**config.mk**
```make
export PLATFORM = sky130hd
export DESIGN_NAME = vblank_frame_copier
export DESIGN_NICKNAME = d
export VERILOG_FILES = /design/src/rtl/fce_pkg.sv /design/src/rtl/fce_raster.sv /design/src/rtl/fce_byte_ram.sv /design/src/rtl/fce_copy_engine.sv /design/src/rtl/vblank_frame_copier.sv
export SDC_FILE = /design/constraint.sdc
export NUM_CORES = 1
export LEC_CHECK = 0
export ABC_AREA = 1
export ABC_CLOCK_PERIOD_IN_PS = 6700
export BUFFER_PORTS_ARGS = -buffer_cell sky130_fd_sc_hd__buf_2
export CORE_UTILIZATION = 55
export CTS_CLUSTER_SIZE = 8
export DETAILED_ROUTE_END_ITERATION = 8
export PLACE_DENSITY = 0.74
export REMOVE_ABC_BUFFERS = 1
export SKIP_LAST_GASP = 1
export SLEW_MARGIN = 20
export SYNTH_ARGS = -nofsm -noshare
export SYNTH_HDL_FRONTEND = slang
export SYNTH_HIERARCHICAL = 1
export SYNTH_SLANG_ARGS = --single-unit
```
**constraint.sdc**
```tcl
create_clock -name clk -period 6.7 [get_ports clk]
set_input_delay 0.67 -clock clk [delete_from_list [all_inputs] [get_ports clk]]
set_output_delay 0.67 -clock clk [all_outputs]
set_load 0.05 [all_outputs]
```
**src/rtl/fce_pkg.sv**
```systemverilog
package fce_pkg;
  typedef enum logic {ENG_IDLE, ENG_COPY} eng_state_e;

  function automatic int min3(input int a, input int b, input int c);
    int m;
    m = (a < b) ? a : b;
    return (m < c) ? m : c;
  endfunction
endpackage

```
**src/rtl/fce_raster.sv**
```systemverilog
module fce_raster #(
  parameter int H_TOTAL = 16,
  parameter int V_TOTAL = 10,
  parameter int V_VIS   = 6
) (
  input  logic clk,
  input  logic rst_n,
  output logic vblank,
  output logic vb_start
);
  localparam int HW = $clog2(H_TOTAL);
  localparam int VW = $clog2(V_TOTAL);

  logic [HW-1:0] hcnt;
  logic [VW-1:0] vcnt;

  always_ff @(posedge clk) begin
    if (!rst_n) begin
      hcnt <= '0;
      vcnt <= '0;
    end else if (hcnt == HW'(H_TOTAL - 1)) begin
      hcnt <= '0;
      vcnt <= (vcnt == VW'(V_TOTAL - 1)) ? '0 : vcnt + 1'b1;
    end else begin
      hcnt <= hcnt + 1'b1;
    end
  end

  assign vblank   = (vcnt >= VW'(V_VIS));
  assign vb_start = (vcnt == VW'(V_VIS)) && (hcnt == '0);
endmodule

```
**src/rtl/fce_byte_ram.sv**
```systemverilog
module fce_byte_ram #(
  parameter int DEPTH  = 64,
  parameter int ADDR_W = 6
) (
  input  logic              clk,
  input  logic              we,
  input  logic [ADDR_W-1:0] waddr,
  input  logic [7:0]        wdata,
  input  logic [ADDR_W-1:0] raddr,
  output logic [7:0]        rdata
);
  logic [7:0] mem [DEPTH];

  always_ff @(posedge clk) begin
    if (we) mem[waddr] <= wdata;
    rdata <= mem[raddr];
  end
endmodule

```
**src/rtl/fce_copy_engine.sv**
```systemverilog
module fce_copy_engine
  import fce_pkg::*;
#(
  parameter int ADDR_W = 6,
  parameter int NBYTES = 48
) (
  input  logic              clk,
  input  logic              rst_n,
  input  logic              vb_start,
  input  logic              vblank,
  input  logic              go_set,
  input  logic              irq_en,
  input  logic              irq_clr,
  output logic              busy,
  output logic              go_pending,
  output logic              irq,
  output logic [ADDR_W-1:0] rd_addr,
  output logic              wr_en,
  output logic [ADDR_W-1:0] wr_addr
);
  localparam int CNT_W = ADDR_W + 1;

  eng_state_e       state;
  logic [CNT_W-1:0] rd_cnt;
  logic             rd_en;
  logic             start;
  logic             last;

  assign start   = (state == ENG_IDLE) && vb_start && go_pending;
  assign rd_en   = (state == ENG_COPY) && (rd_cnt != CNT_W'(NBYTES));
  assign last    = wr_en && (wr_addr == ADDR_W'(NBYTES - 1));
  assign busy    = (state == ENG_COPY);
  assign rd_addr = rd_cnt[ADDR_W-1:0];

  always_ff @(posedge clk) begin
    if (!rst_n) begin
      state      <= ENG_IDLE;
      rd_cnt     <= '0;
      wr_en      <= 1'b0;
      wr_addr    <= '0;
      go_pending <= 1'b0;
      irq        <= 1'b0;
    end else begin
      go_pending <= start ? 1'b0 : (go_pending | go_set);
      case (state)
        ENG_IDLE: if (start) state <= ENG_COPY;
        ENG_COPY: if (last)  state <= ENG_IDLE;
        default:             state <= ENG_IDLE;
      endcase
      if (start)      rd_cnt <= '0;
      else if (rd_en) rd_cnt <= rd_cnt + 1'b1;
      wr_en   <= rd_en;
      wr_addr <= rd_cnt[ADDR_W-1:0];
      if (last && irq_en) irq <= 1'b1;
      else if (irq_clr)   irq <= 1'b0;
    end
  end


  start_at_blank_chk: assert property (@(posedge clk) disable iff (!rst_n)
    $rose(busy) |-> $past(vb_start));

  go_consumed_chk: assert property (@(posedge clk) disable iff (!rst_n)
    $rose(busy) |-> !go_pending);

  busy_in_blank_chk: assert property (@(posedge clk) disable iff (!rst_n)
    busy |-> vblank);

  dst_range_chk: assert property (@(posedge clk) disable iff (!rst_n)
    wr_en |-> ({1'b0, wr_addr} < CNT_W'(NBYTES)));

  irq_hold_chk: assert property (@(posedge clk) disable iff (!rst_n)
    (irq && !irq_clr) |=> irq);
endmodule

```
**src/rtl/vblank_frame_copier.sv**
```systemverilog
module vblank_frame_copier
  import fce_pkg::*;
#(
  parameter int H_TOTAL    = 16,
  parameter int V_TOTAL    = 10,
  parameter int V_VIS      = 6,
  parameter int DEPTH      = 64,
  parameter int COPY_BYTES = 48,
  localparam int ADDR_W    = $clog2(DEPTH)
) (
  input  logic              clk,
  input  logic              rst_n,
  input  logic              cpu_wr_en,
  input  logic [ADDR_W-1:0] cpu_addr,
  input  logic [7:0]        cpu_wdata,
  output logic [7:0]        cpu_rdata,
  input  logic              go_set,
  input  logic              irq_en,
  input  logic              irq_clr,
  output logic              busy,
  output logic              go_pending,
  output logic              irq,
  output logic              overflow,
  output logic              in_vblank,
  input  logic [ADDR_W-1:0] vid_addr,
  output logic [7:0]        vid_rdata
);
  localparam int VB_CLKS = (V_TOTAL - V_VIS) * H_TOTAL;
  localparam int NBYTES  = min3(COPY_BYTES, VB_CLKS - 2, DEPTH);

  logic              vb_start;
  logic [ADDR_W-1:0] eng_rd_addr;
  logic              eng_wr_en;
  logic [ADDR_W-1:0] eng_wr_addr;
  logic [ADDR_W-1:0] src_addr;
  logic              src_we;
  logic [7:0]        src_rdata;

  fce_raster #(.H_TOTAL(H_TOTAL), .V_TOTAL(V_TOTAL), .V_VIS(V_VIS)) u_raster (
    .clk(clk), .rst_n(rst_n), .vblank(in_vblank), .vb_start(vb_start)
  );

  fce_copy_engine #(.ADDR_W(ADDR_W), .NBYTES(NBYTES)) u_engine (
    .clk(clk), .rst_n(rst_n), .vb_start(vb_start), .vblank(in_vblank),
    .go_set(go_set), .irq_en(irq_en), .irq_clr(irq_clr),
    .busy(busy), .go_pending(go_pending), .irq(irq),
    .rd_addr(eng_rd_addr), .wr_en(eng_wr_en), .wr_addr(eng_wr_addr)
  );

  assign src_addr  = busy ? eng_rd_addr : cpu_addr;
  assign src_we    = cpu_wr_en && !busy;
  assign cpu_rdata = src_rdata;

  fce_byte_ram #(.DEPTH(DEPTH), .ADDR_W(ADDR_W)) u_src_ram (
    .clk(clk), .we(src_we), .waddr(src_addr), .wdata(cpu_wdata),
    .raddr(src_addr), .rdata(src_rdata)
  );

  fce_byte_ram #(.DEPTH(DEPTH), .ADDR_W(ADDR_W)) u_dst_ram (
    .clk(clk), .we(eng_wr_en), .waddr(eng_wr_addr), .wdata(src_rdata),
    .raddr(vid_addr), .rdata(vid_rdata)
  );

  always_ff @(posedge clk) begin
    if (!rst_n)                     overflow <= 1'b0;
    else if (busy && cpu_wr_en)     overflow <= 1'b1;
  end


  drop_flag_chk: assert property (@(posedge clk) disable iff (!rst_n)
    (busy && cpu_wr_en) |=> overflow);

  drop_sticky_chk: assert property (@(posedge clk) disable iff (!rst_n)
    overflow |=> overflow);
endmodule

```
======== After elaboration in Yosys (flattened, before gate mapping) ========
Memory sizes are Yosys's and may differ from the RTL's. A register that Yosys moved wholly into a read port is not among the register bits.
Cells that the tools add are included.
word-level totals
  memories ................................ 2
  memory bits (writable) .................. 1,024
  bits in registers ....................... 26
  input bits .............................. 26
  word-level logic and storage cells ...... 47
operators by class
  reduce and logical (&&, ||, !) cells .... 13
  order comparisons ....................... 1
  add/sub/neg operators ................... 3
  equality and inequality tests ........... 5
  multiplexer cells ....................... 11
  bitwise operators ....................... 3
memory list
  memory         depth  bits a word  rd ports  clocked after memory_dff  write ports  line                source
  u_dst_ram.mem  64     8            1         1                         1            fce_byte_ram.sv:12  logic [7:0] mem [DEPTH];
  u_src_ram.mem  64     8            1         1                         1            fce_byte_ram.sv:12
operators with widths
  operator                                                                  number
  4-bit by 1-bit adder with 4-bit output (second input constant)            2
  4-bit equality test (second input constant)                               2
  1-bit logical AND                                                         8
  1-bit two-way mux                                                         8
  7-bit by 1-bit adder with 7-bit output (second input constant)            1
  7-bit by 6-bit inequality test with 1-bit output (second input constant)  1
  6-bit equality test (second input constant)                               1
  6-bit two-way mux                                                         1
  4-bit by 3-bit equality test with 1-bit output (second input constant)    1
  4-bit by 3-bit >= comparator with 1-bit output (second input constant)    1
  4-bit logical NOT                                                         1
  4-bit two-way mux                                                         1
  2-bit OR reduction                                                        2
  1-bit NOT                                                                 2
  1-bit one-hot mux with 2 select lines                                     1
  2-bit nonzero test                                                        1
  1-bit logical NOT                                                         1
  1-bit OR                                                                  1

======== Depth between registers and ports, before layout ========
Gate-level depths: netlist (run 1).
  word-level depth ........................ 6
  depth in mapped cells ................... 15
  gate-level depth less buffers ........... 11

======== By module ========
The synthesis (run 1) kept the hierarchy.
modules (own cells, without submodules)
  module               area an instance (um2)  cells each  instances  seq. area each (um2)
  fce_byte_ram         21,339.2                1,805       2          15,534.9
  fce_copy_engine      795.8                   109         1          340.3
  fce_raster           396.6                   59          1          160.2
  vblank_frame_copier  130.1                   26          1          20.0

======== Worst setup path after synthesis (run 1) ========
Ideal clock, no wire load.
  kind .................................... register to register
  start point ............................. reg u_engine.state, in the netlist u_engine/busy
  end point ............................... mem u_src_ram.mem[52][0] (enable)
  path slack .............................. 3,741 ps
  required time ........................... 6,305 ps
  setup time .............................. 395 ps
  cell stages (with the launch flop) ...... 7
  buffers on the path ..................... 2
  arrival ................................. 2,564 ps
  cells stage by stage .................... dfxtp_1 -> buf_6 -> nand2_1 -> o21ai_0 -> clkbuf_1 -> inv_1 -> nor4_1
between the ends
  elaborated cells on any way between the ends .. 5
RTL lines
  item                    line                       source
  from (decl)             fce_copy_engine.sv:23      eng_state_e state;
  from (signal assigned)  fce_copy_engine.sv:37      state <= ENG_IDLE;
  from (signal assigned)  fce_copy_engine.sv:46      ENG_IDLE: if (start) state <= ENG_COPY;
  from (signal assigned)  fce_copy_engine.sv:47      ENG_COPY: if (last) state <= ENG_IDLE;
  6-bit two-way mux       vblank_frame_copier.sv:50  assign src_addr = busy ? eng_rd_addr : cpu_addr;
  via src_addr[2]         vblank_frame_copier.sv:35  logic [ADDR_W-1:0] src_addr;
  to (decl)               fce_byte_ram.sv:12
The timed path passes the listed nets, and every way through them passes these cells.

======== Worst setup path after layout (run 1) ========
  start point ............................. reg u_engine.state, in the netlist u_engine/busy
  end point ............................... reg u_src_ram.rdata[5] (read register of u_src_ram.mem)
between the ends
  word-level cells in the longest chain between the ends .. 1
RTL lines
  item               line                       source
  6-bit two-way mux  vblank_frame_copier.sv:50
  via src_addr[0]    vblank_frame_copier.sv:35
  to (decl)          fce_byte_ram.sv:10         output logic [7:0] rdata
The timed path passes the listed nets, and every way through them passes these cells.
A chain may end at the register's enable or synchronous reset.

==> impl_metrics.py, run 1 <==
metrics = {
    "timing": {
        "finalSetupViolations": 0,
        "tns_ps": 0,
        "worst_slack_ps": 2350,
        "slew_violations": 0,
        "fin_crit_ps": 4350,
        "rsz0062_at_grt": "false",
        "maxSlewHeadroom_pct": 22.8,
        "hold_viol": 0,
        "fin_crit_sh_pct": 65.0,
        "fmax_mhz": 230,
        "tightest_slew_ps": 1150,
        "skew_ps": 41.6,
        "hold_ws_ps": 181,
    },
    "floorplanning": {
        "ios": 47,
        "initial_core_util_pct": 55.6,
        "die_area_um2": 81100,
        "die_w_um": 285,
        "coreArea_um2": 79100,
        "rows": 103,
        "fp.dieH_um": 285,
    },
    "synth": {
        "synth_largest_area_cell": "edfxtp_1",
        "synth_edf_count": 1024,
        "syn_area_um2": 44000,
        "synth-async-reset-ratio_pct": 0,
        "synth_top_area_share_pct": 69.9,
        "synth.avg_cell_area_um2": 11.6,
        "synthTopCellsByCount": "nand2_1 (1350), edfxtp_1 (1024), nand3_1 (888), nor2_1 (135), buf_2 (74)",
        "synth.area.top_cells": "edfxtp_1 (70%), nand2_1 (12%), nand3_1 (10%)",
        "synth_seq_cells": 1066,
        "synth_ff_type": "edfxtp_1",
        "ys_seq_area_share_pct": 71.8,
        "synthCells": 3804,
        "synth_cell_types": 27,
        "post-synth-top-count-cell": "nand2_1",
        "ys_warn_count": 6,
    },
    "cts": {
        "h-tree-depth": 4,
        "cts_resized": 0,
        "cts_tree": "done",
        "clock-sinks": 1066,
        "ctsLongestPathBuffers": 3,
        "clk_pin_slew_worst_paths_ps": 50,
        "clk_latency_ps": 740,
        "ctsHoldBuffers": 0,
        "post_cts_buffers": 0,
        "cts-root-buf": "clkbuf_16",
        "cts_buffers": 151,
    },
    "power_and_ir_drop": {
        "p_int_w": 0.0118,
        "peakVddDrop_mv": 0.237,
        "netSwitchingPower_w": 0.00350,
        "power.share.clock_pct": 45.2,
        "power.density_nw_per_um2": 313,
        "power_frac_comb_pct": 6.0,
        "seqPwrFrac_pct": 48.8,
        "switching_share_pct": 22.9,
        "p_leak_nw": 17.6,
    },
    "final_layout": {
        "final_nets": 3858,
        "drive_gt1_share_pct": 7.59,
        "area.growth.synth_to_final_pct": 10.7,
        "fin_area_um2": 48700,
        "num-fill-cells": 5929,
    },
    "placed_design": {
        "pre_cts_slack_ps": 2440,
        "port_buffers": 46,
        "routabilityCongestion": 0.874,
        "hpwl_um": 57600,
        "dpl_cell_area_um2": 44400,
    },
    "flow_run": {
        "max_cap_viol_count": 0,
    },
    "global_routing": {
        "grt_pass1_wl_um": 162000,
        "first_global_vias": 28002,
        "overflow": 0,
        "grt_use_total_pct": 26.2,
        "grt_antenna_before_repair": 2,
        "grt_max_degree": 138,
    },
    "routing": {
        "first_pass_iters": 6,
        "wl_per_cell_um": 21.5,
        "num_vias": 29301,
        "vias_per_cell": 5.92,
        "drc": 0,
        "ant_nets": 0,
        "wl_um": 106000,
        "drt_iter0_markers": 3996,
    },
    "worst_hold_path": {
        "hold_class": "in2reg",
    },
    "worst_setup_path": {
        "crit_fanout": 101,
        "critPathArrivalTime_ps": 4990,
        "worstSetupPathType": "reg2reg",
        "cpMostUsedCell": "nand2_1",
        "cp_slowest_cell": "dfxtp_1",
        "cp_cell_sequence": "nand2_1 -> o21ai_4 -> buf_4 -> buf_4 -> nand2_1 -> nand3_1 -> nand3_1 -> nand2_1 -> nand2_1 -> nand3_1 -> nand3_1 -> nand2_1",
        "cp_slowest_stage_delay_ps": 940,
        "cp_num_buf_inv": 2,
        "critPathTopFamily": "buffers and inverters",
        "end_kind": "register",
        "worstPathRequired_ps": 7340,
        "worstSetupStartpointType": "register",
    },
    "status": {
        "outcome": "completed",
    },
}
worst min-delay path, cell delays in order:
cell and delay, ps:
buf_2 70, nor2_1 40, nor2_1 80
per-layer routing:
layer | routed length [um] | vias to the layer above | track usage, % | share of wire [%]
met5 | 0 | - | 0.233 | 0
met4 | 2860 | 0 | 9.34 | 2.7
met3 | 11500 | 224 | 5.68 | 11
met2 | 50300 | 1743 | 41.0 | 47
met1 | 41800 | 14007 | 36.3 | 39
li1 | - | 13327 | - | -
path summary, 6_finish.rpt:
check	start	endpoint	slack, ps	depth (start not counted)
setup / recovery	u_engine/busy	u_src_ram/rdata[5]	2350	12
hold / removal	go_set	u_engine/go_pending	180	3
setup reg to reg	u_engine/busy	u_src_ram/rdata[5]	2350	12
hold reg to reg	overflow	overflow	480	2
power by group through the flow:
stage          combinational [W]  clock (W)  sequential (W)
2_1_floorplan           0.000459          0         0.00767
3_3_place_gp            0.000881          0         0.00757
3_5_place_dp            0.000896          0         0.00757
4_1_cts                 0.000904    0.00696         0.00744
5_1_grt                 0.000988    0.00725         0.00744
6_report                0.000918    0.00690         0.00744
cell families after synthesis:
| group | count (synthesis) | share of synthesized area [%] |
|---|---|---|
| DFF | 1066 | 71.8 |
| AOI/OAI and AO/OA | 21 | 0.245 |
| adders and majority gates | 4 | 0.114 |
| buffers and inverters | 294 | 4.35 |
| and+or+nand+nor | 2415 | 23.4 |
| xor gates and xnor gates | 4 | 0.0796 |
state kept, by name, indices dropped and copies added, names as in the netlist:
name,flops
u_engine/wr_addr,6
u_dst_ram/rdata,8
u_engine/rd_cnt,7
u_engine/irq,1
u_raster/hcnt,4
u_raster/vcnt,4
overflow,1
u_src_ram/mem,512
u_engine/busy,1
u_engine/go_pending,1
u_engine/wr_en,1
u_src_ram/rdata,8
u_dst_ram/mem,512
layout make-up:
| cell class | instances | area (um2) | share of cell area (%) |
|---|---|---|---|
| clock inverter | 16 | 309 | 0.635 |
| inverter | 59 | 239 | 0.491 |
| tap | 1050 | 1310 | 2.70 |
| timing repair buffer | 106 | 689 | 1.42 |
| antenna | 1 | 2.50 | 0.00514 |
| clock buffer | 211 | 4000 | 8.22 |
| multi-input combinational | 2444 | 10500 | 21.6 |
| sequential | 1066 | 31600 | 64.9 |
per-stage QoR:
| stage | power [W] | instances | util [%] |
|---|---|---|---|
| 6_report | 0.0153 | 4953 | 61.5 |
| 5_1_grt | 0.0157 | 4952 | 61.5 |
| 4_1_cts | 0.0153 | 4952 | 61.5 |
| 3_5_place_dp | 0.00846 | 4725 | 56.1 |
| 3_3_place_gp | 0.00845 | 4725 | 56.1 |
| 2_1_floorplan | 0.00813 | 3569 | - |
layout by cell type, fill, tap and decap left out, types with 8 or more instances in the layout:
master	instances
a21oi_1	11
buf_2	44
buf_4	61
clkbuf_1	60
clkbuf_16	151
dfxtp_1	34
dfxtp_2	8
edfxtp_1	1024
inv_1	51
nand2_1	1350
nand3_1	888
nand4_1	20
nor2_1	135
nor4_1	16
Note: power is estimated with default switching activity, not from simulation.
==> inputs of run 2 (changes only) <==
Settings changed: ABC_AREA 1 to 0, ABC_CLOCK_PERIOD_IN_PS 6700 to 4400.
Clock period 6.7 ns to 4.4 ns, I/O delays scaled along.
==> run 2 against run 1 <==
  * Critical path type unchanged
  * First-iteration DRC count is 38% lower
  * Hold slack worse by 59 ps
  * Utilization grew 1.5 points
  * Synthesized cell count decreased by 47%
  * Non-clock buffer count shrank 1
  * Routed wire length fell by 14%
  * Fmax rose by 11%
  * Final cell count decreased by 36%
  * Power is 49% higher
  * Sequential share of layout area grew 2.3 points
  * Largest power group unchanged
  * Critical path depth decreased by 7
==> impl_metrics.py, run 2 <==
metrics = {
    "status": {
        "outcome": "completed",
    },
    "cts": {
        "clk_pin_slew_worst_paths_ps": 50,
        "cts_buffers": 151,
        "post_cts_buffers": 0,
        "ctsLongestPathBuffers": 3,
        "cts_tree": "done",
        "clock-sinks": 1066,
        "h-tree-depth": 4,
        "cts-root-buf": "clkbuf_16",
        "clk_latency_ps": 720,
    },
    "floorplanning": {
        "coreArea_um2": 74600,
        "die_area_um2": 76700,
        "die_w_um": 277,
        "initial_core_util_pct": 55.7,
        "fp.dieH_um": 277,
        "rows": 100,
        "ios": 47,
    },
    "synth": {
        "synthCells": 2005,
        "synth_largest_area_cell": "edfxtp_1",
        "synth-async-reset-ratio_pct": 0,
        "post-synth-top-count-cell": "edfxtp_1",
        "synth_top_area_share_pct": 74.0,
        "synth.avg_cell_area_um2": 20.7,
        "ys_warn_count": 6,
        "synth_ff_type": "edfxtp_1",
        "synth.area.top_cells": "edfxtp_1 (74%), mux4_2 (14%), dfxtp_1 (2.0%)",
        "syn_area_um2": 41600,
        "ys_seq_area_share_pct": 76.0,
        "synth_edf_count": 1024,
        "synth_cell_types": 58,
        "synth_seq_cells": 1066,
        "synthTopCellsByCount": "edfxtp_1 (1024), mux4_2 (252), nor2_1 (173), mux2i_1 (48), nand2_1 (44)",
    },
    "global_routing": {
        "overflow": 0,
        "first_global_vias": 21256,
        "grt_pass1_wl_um": 137000,
        "grt_use_total_pct": 24.4,
        "grt_antenna_before_repair": 0,
        "grt_max_degree": 80,
    },
    "routing": {
        "first_pass_iters": 5,
        "wl_um": 91800,
        "vias_per_cell": 6.54,
        "drt_iter0_markers": 2492,
        "wl_per_cell_um": 28.8,
        "drc": 0,
        "num_vias": 20813,
        "ant_nets": 0,
    },
    "timing": {
        "skew_ps": 18.2,
        "hold_ws_ps": 122,
        "rsz0062_at_grt": "false",
        "tightest_slew_ps": 1100,
        "tns_ps": 0,
        "maxSlewHeadroom_pct": 24.6,
        "worst_slack_ps": 475,
        "fmax_mhz": 255,
        "slew_violations": 0,
        "finalSetupViolations": 0,
        "hold_viol": 0,
        "fin_crit_sh_pct": 89.2,
        "fin_crit_ps": 3930,
    },
    "placed_design": {
        "pre_cts_slack_ps": 462,
        "port_buffers": 46,
        "hpwl_um": 53600,
        "place_inst": 2965,
        "routabilityCongestion": 0.828,
    },
    "final_layout": {
        "reg_top3": "u_dst_ram/mem (512), u_src_ram/mem (512)",
        "stdcell_count": 3184,
        "multi_input_area_um2": 9260,
        "num-fill-cells": 4911,
        "antenna_cells": 0,
        "drive_gt1_share_pct": 25.7,
        "final_cell_mix": "edfxtp_1 (1024), mux4_2 (252), nor2_1 (173), clkbuf_16 (156), buf_4 (55)",
        "fin_util_pct": 63.1,
        "area.growth.synth_to_final_pct": 13.1,
        "final_nets": 2183,
        "final_common_cell": "edfxtp_1",
        "regArea_um2": 31600,
    },
    "worst_setup_path": {
        "worstSetupPathType": "reg2reg",
        "crit_fanout": 79,
        "worstPathRequired_ps": 4940,
        "worstSetupStartpointType": "register",
        "end_kind": "register",
        "critPathArrivalTime_ps": 4470,
    },
    "power_and_ir_drop": {
        "peakVddDrop_mv": 0.429,
        "p_leak_nw": 14.9,
        "power.density_nw_per_um2": 485,
    },
    "flow_run": {
        "max_cap_viol_count": 0,
    },
    "worst_hold_path": {
        "hold_class": "in2reg",
    },
}
==> run 2: changes by cell type after synthesis, sizes merged, moves of 14 or more <==
cell    before  now
nand2     1351   44
nand3      890   32
mux4         0  252
buf        204   75
inv         59    8
mux2i        0   48
nor2       137  173
mux2         0   32
nor2b        0   30
o221ai       0   16
o22ai        0   16
nand2b       0   15
nor3         0   14
==> run 2: routing by layer <==
metal / GRT usage, % / wire length [um]
met1: 33.1 / 35600
met2: 39.7 / 45700
met3: 4.00 / 7220
met4: 10.0 / 3210
met5: 0 / 0
==> run 2: path summary, 6_finish.rpt <==
check	startpoint	to	slack, ps	cells after the start
min	rst_n	u_raster/vcnt[3]	120	2
min reg2reg	overflow	overflow	510	2
max reg2reg	u_engine/busy	u_src_ram/rdata[3]	470	5
max	u_engine/busy	u_src_ram/rdata[3]	470	5
==> run 2: final cells by class <==
type	count	share of cell area [%]
Clock buffer	204	8.69
Clock inverter	11	0.237
Inverter	8	0.0639
Multi-Input combinational cell	821	19.7
Sequential cell	1066	67.2
Tap cell	969	2.58
Timing Repair Buffer	105	1.54
==> run 2: cells by family after synthesis <==
family	share of synthesized area, %
flip-flops	76.0
multiplexers	15.7
adder cells (fa/ha/maj)	0.120
AO/OA/AOI/OAI	2.32
buffers and inverters	1.74
AND/OR/NAND/NOR	3.97
XOR/XNOR	0.0843
==> run 2: timing repair <==
action	CTS	global route
gates resized for setup	0	0
hold endpoints to repair	3	0
hold buffers	4	0
==> run 2: report_power, final <==
part / switching, W / internal (W) / total, W
clock: 0.00396 / 0.00636 / 0.0103
sequential: 0.000104 / 0.0113 / 0.0114
combinational: 0.000702 / 0.000367 / 0.00107
==> run 2: stage by stage <==
stage	area, um2	total power (W)
after floorplan	40900	0.0121
after global placement	42800	0.0126
after detailed placement	42800	0.0127
after CTS	47000	0.0229
after global routing	47000	0.0234
final	47000	0.0228
==> run 2: critical path, cell delays in order, from the launching register on <==
cell       delay [ps]
dfxtp_1           780
mux2_8            780
buf_4             380
mux4_2            540
a2111oi_0         990
o41ai_1           190
